`src/rtl/rst_pulse_gen.sv`:
```
module rst_pulse_gen #(
  parameter int CLK_HZ      = 50_000_000,
  parameter int REC_MS      = 140,
  parameter int GLITCH_NS   = 120,
  parameter bit SIM_FAST    = 1'b0,
  parameter int SIM_REC_CYC = 40
) (
  input  logic clk,
  input  logic por_n,
  input  logic vlow_i,
  input  logic mr_n_i,
  output logic rst_n_o,
  output logic rst_o
);
  localparam longint REAL_REC = longint'(CLK_HZ) * REC_MS / 1000;
  localparam int REC_CYC  = SIM_FAST ? SIM_REC_CYC : int'(REAL_REC);
  localparam int REC_W    = $clog2(REC_CYC + 1);
  localparam int QUAL_CYC = int'((longint'(CLK_HZ) * GLITCH_NS + 64'd999_999_999) / 64'd1_000_000_000);
  localparam int QUAL_W   = $clog2(QUAL_CYC + 1);

  // An undriven or unknown line reads as released.
  wire mr_raw = (mr_n_i !== 1'b0);

  logic [1:0]        mr_sync;
  logic [QUAL_W-1:0] qual_cnt;
  logic [REC_W-1:0]  rec_cnt;
  logic              rst_q;

  wire mr_ok = (qual_cnt == QUAL_W'(QUAL_CYC));
  wire cause = vlow_i | mr_ok;

  always_ff @(posedge clk or negedge por_n)
    if (!por_n) mr_sync <= 2'b11;
    else        mr_sync <= {mr_sync[0], mr_raw};

  always_ff @(posedge clk or negedge por_n)
    if (!por_n)               qual_cnt <= '0;
    else if (mr_sync[1])      qual_cnt <= '0;
    else if (!mr_ok)          qual_cnt <= qual_cnt + 1'b1;

  always_ff @(posedge clk or negedge por_n)
    if (!por_n) begin
      rst_q   <= 1'b1;
      rec_cnt <= '0;
    end else if (cause) begin
      rst_q   <= 1'b1;
      rec_cnt <= '0;
    end else if (rst_q) begin
      if (rec_cnt == REC_W'(REC_CYC - 1)) rst_q <= 1'b0;
      else                                rec_cnt <= rec_cnt + 1'b1;
    end

  assign rst_o   = rst_q;
  assign rst_n_o = ~rst_q;

  AST_VLOW_FORCES: assert property (@(posedge clk) disable iff (!por_n)
    vlow_i |=> rst_o);
  AST_MR_FORCES: assert property (@(posedge clk) disable iff (!por_n)
    mr_ok |=> rst_o);
  AST_RISE_NEEDS_CAUSE: assert property (@(posedge clk) disable iff (!por_n)
    $rose(rst_o) |-> $past(vlow_i || mr_ok));
  AST_FALL_NO_CAUSE: assert property (@(posedge clk) disable iff (!por_n)
    $fell(rst_o) |-> $past(!vlow_i && !mr_ok));
  AST_REC_BOUND: assert property (@(posedge clk) disable iff (!por_n)
    rec_cnt <= REC_W'(REC_CYC - 1));
  AST_QUAL_BOUND: assert property (@(posedge clk) disable iff (!por_n)
    qual_cnt <= QUAL_W'(QUAL_CYC));
endmodule

```
`config.mk`:
```
export PLATFORM = sky130hd
export DESIGN_NAME = rst_pulse_gen
export DESIGN_NICKNAME = d
export VERILOG_FILES = /design/src/rtl/rst_pulse_gen.sv
export SDC_FILE = /design/constraint.sdc
export NUM_CORES = 1
export LEC_CHECK = 0
export CAP_MARGIN = 20
export CELL_PAD_IN_SITES_DETAIL_PLACEMENT = 0
export CELL_PAD_IN_SITES_GLOBAL_PLACEMENT = 2
export CORE_ASPECT_RATIO = 0.9
export CORE_MARGIN = 2
export CORE_UTILIZATION = 38
export CTS_CLUSTER_DIAMETER = 60
export CTS_CLUSTER_SIZE = 8
export DETAILED_ROUTE_END_ITERATION = 10
export GPL_ROUTABILITY_DRIVEN = 1
export GPL_TIMING_DRIVEN = 0
export MAX_ROUTING_LAYER = met4
export PLACE_DENSITY = 0.84
export SLEW_MARGIN = 20
export SYNTH_ARGS = -nofsm -noshare
export SYNTH_HDL_FRONTEND = slang
export SYNTH_SLANG_ARGS = --single-unit
```
`constraint.sdc`:
```
create_clock -name clk -period 2.3 [get_ports clk]
set_input_delay 0.46 -clock clk [delete_from_list [all_inputs] [get_ports clk]]
set_output_delay 0.46 -clock clk [all_outputs]
set_load 0.03 [all_outputs]
```
==> flow_summary.toml <==
[power_and_ir_drop]
leakage_nw = 0.735
p_per_area_nw_per_um2 = 652
ir_drop_mv = 0.331
switching_power_w = 0.000244
p_sw_frac = 0.214
p_int_w = 0.000897
combPwrFrac = 0.048
pwr-share-seq = 0.468
clkPwrFrac = 0.485

[worst_setup_path]
path_class = "flop to flop"
worstPathMaxFanout = 9
required_ns = 2.50
cp.arrival_ns = 2.38
endpoint_kind = "flop"
worstPathCellList = "ha_2, nand4_1, or4_1, buf_2, or4_1, a21oi_1"
critPathMaxStageDelay_ns = 0.54
slowest_stage = "or4_1"
crit_top_cell = "or4_1"
crit_family = "simple AND/OR/NAND/NOR gates"
start_kind = "flop"
path_buf_inv = 1

[final_layout]
drive_above_1_share = 0.145
area.growth.synth_to_final_pct = 18.1
final_nets = 178
final_cells = 218
diodes = 0

[clock_network]
cts.reportedPaths.clkPinSlew_ns = 0.07
numCtsBuffers = 5
worstSkewPairLatency_ns = 0.28
htreeDepth = 2
hold_buffers = 0
ctsRootBufferMaster = "clkbuf_8"
cts_max_path_buffers = 2
cts.sinks = 29
tritoncts = "yes"

[detailed_routing]
wirelength_microns = 3120
wire_per_inst_microns = 14.3
first_pass_iters = 4
via_per_inst = 5.47
ant_nets = 0
drc = 0
via_count = 1193
drt_iter0_drc = 50

[synthesis]
yosys-top-cells-area = "dfrtp_1 44%, nor2_1 6.3%, dfstp_2 5.3%"
yosys.cell_types.count = 33
syn_area_sq_um = 1480
syn_nets = 161
synth_area_per_cell_sq_um = 9.62
ys_warn_count = 0
synthesis.instances = 154
ys_ff_latch = 29
synth_top_area_frac = 0.439
ys_seq_area_frac = 0.492
synth_area_leader_cell = "dfrtp_1"

[die]
pin_count = 6
start_util = 0.397
row_count = 21
core_area_sq_um = 3730
die_h_microns = 63.2
fp.dieW_microns = 69.8
dieArea_sq_um = 4410

[place]
port_buffers = 5
placedCellCount = 205
place.gp.congestion = 0.778
hpwl_microns = 2080

[hold_path]
hold_path.class = "primary input to async pin"

[run_status]
status = "finished, final reports clean"

[sta]
layout_worst_path_cycle_share = 0.947
skew_ns = 0.00607
setup_viol = 0
slew_viol_final = 0
holdWs_ns = 0.196
finalCriticalPeriod_ns = 2.18
worst_pin_slew_ns = 0.644
setup_tns_ns = 0
slew_headroom = 0.571
final_hold_viol_count = 0
fmax_ghz = 0.459

[flow_run]
cap_violations = 0

[grt]
overflow = 0
grt_usage = 0.163
antenna_found_initial = 0
grt_pass1_wl_microns = 5490
grt_max_degree = 30
grt_pass1_vias = 1143
[state kept, by name (all words and copies together), names as in the netlist]
signal and flops:
qual_cnt 3, rec_cnt 23, rst_o 1, mr_sync 2
[power groups by stage]
stage	sequential [W]	combinational, W	clock, W
6_report	0.000534	0.0000542	0.000553
2_1_floorplan	0.000541	0.0000262	0
5_1_grt	0.000535	0.0000632	0.000584
3_3_place_gp	0.000543	0.0000477	0
3_5_place_dp	0.000544	0.0000487	0
4_1_cts	0.000535	0.0000492	0.000561
[through the flow]
stage / utilization / total power, W / cell area, sq um / worst slack (ns)
6_report: 0.469 / 0.00114 / 1750 / 0.123
5_1_grt: 0.469 / 0.00118 / 1750 / -0.00162
4_1_cts: 0.456 / 0.00114 / 1700 / 0.00502
3_5_place_dp: 0.425 / 0.000593 / 1580 / 0.0443
3_3_place_gp: 0.426 / 0.000591 / 1590 / 0.0396
2_1_floorplan: - / 0.000567 / 1480 / 0.139
[kinds of logic (layout without fill, tap and decap cells)]
group           count (synthesis)  after routing  synth area share
xor+xnor                       14             14            0.0828
compound gates                 20             20            0.0760
buf+inv                         9             27            0.0262
flops                          29             29             0.492
simple gates                   79             79             0.297
fa+ha+maj                       3              3            0.0253
[final timing paths]
kind / start / end / slack [ns] / cells after the start
max reg2reg: rec_cnt[1] / rec_cnt[16] / 0.12 / 6
min in group clk: mr_sync[0] / mr_sync[1] / 0.36 / 0
max: rec_cnt[1] / rec_cnt[16] / 0.12 / 6
max in group asynchronous: por_n / rec_cnt[16] / 1.68 / 1
min reg2reg: mr_sync[0] / mr_sync[1] / 0.36 / 0
min: por_n / rec_cnt[15] / 0.20 / 1
[cells in the final DEF (no fill, tap or decap), drive strengths merged, types with 2 or more instances in the layout]
master / n
buf: 8
nor3: 3
nand2: 14
dfstp: 3
or3: 4
or4: 5
nor4: 2
ha: 3
clkbuf: 10
xnor2: 6
nand4: 8
a21oi: 9
o31ai: 2
nor2: 25
inv: 4
nand3: 9
dfrtp: 26
nand4b: 2
clkdlybuf4s50: 4
and4: 2
xor2: 8
o21ai: 6
[layout make-up]
| class | instances | area (sq um) |
|---|---|---|
| Sequential cell | 29 | 729 |
| Clock buffer | 7 | 86.3 |
| Clock inverter | 1 | 30.0 |
| Inverter | 4 | 15.0 |
| Fill cell | 368 | 1980 |
| Timing Repair Buffer | 10 | 82.6 |
| Buffer | 5 | 23.8 |
| Multi-Input combinational cell | 116 | 724 |
| Tap cell | 46 | 57.6 |
[worst register-to-register path: cells and delay by family, from the launching register on]
kind	cells	cell delay (ns)
buffers and inverters	1	0.18
AND/OR/NAND/NOR	3	1.16
adder cells (fa/ha/maj)	1	0.23
AO/OA/AOI/OAI	1	0.15
flip-flops	1	0.38
[per-layer routing]
metal / routed length (microns) / global-route usage / share of wire
met4: 57 / 0.0649 / 0.018
met2: 1390 / 0.226 / 0.45
met1: 1570 / 0.229 / 0.50
met3: 101 / 0.0384 / 0.032
met5: 0 / - / 0
[Yosys cell counts (all sizes together)]
library cell	number
clkbuf	3
dfrtp	26
inv	4
nand4b	2
dfstp	3
o211ai	1
and2	1
nand2	14
and4	2
xor2	8
o31ai	2
nor3	3
or4b	1
nand3	9
buf	2
nor2	25
or2	1
nand2b	1
or4	5
nor3b	1
nor4	2
or3	4
a21oi	9
o21ai	6
ha	3
a21o	1
a211oi	1
xnor2	6
nand4	8
[repair_timing]
item,4_1_cts,5_1_grt
setup endpoints to repair,0,7
setup buffers,0,5
gates resized for setup,0,2
Power figures use the tool's default switching activity.
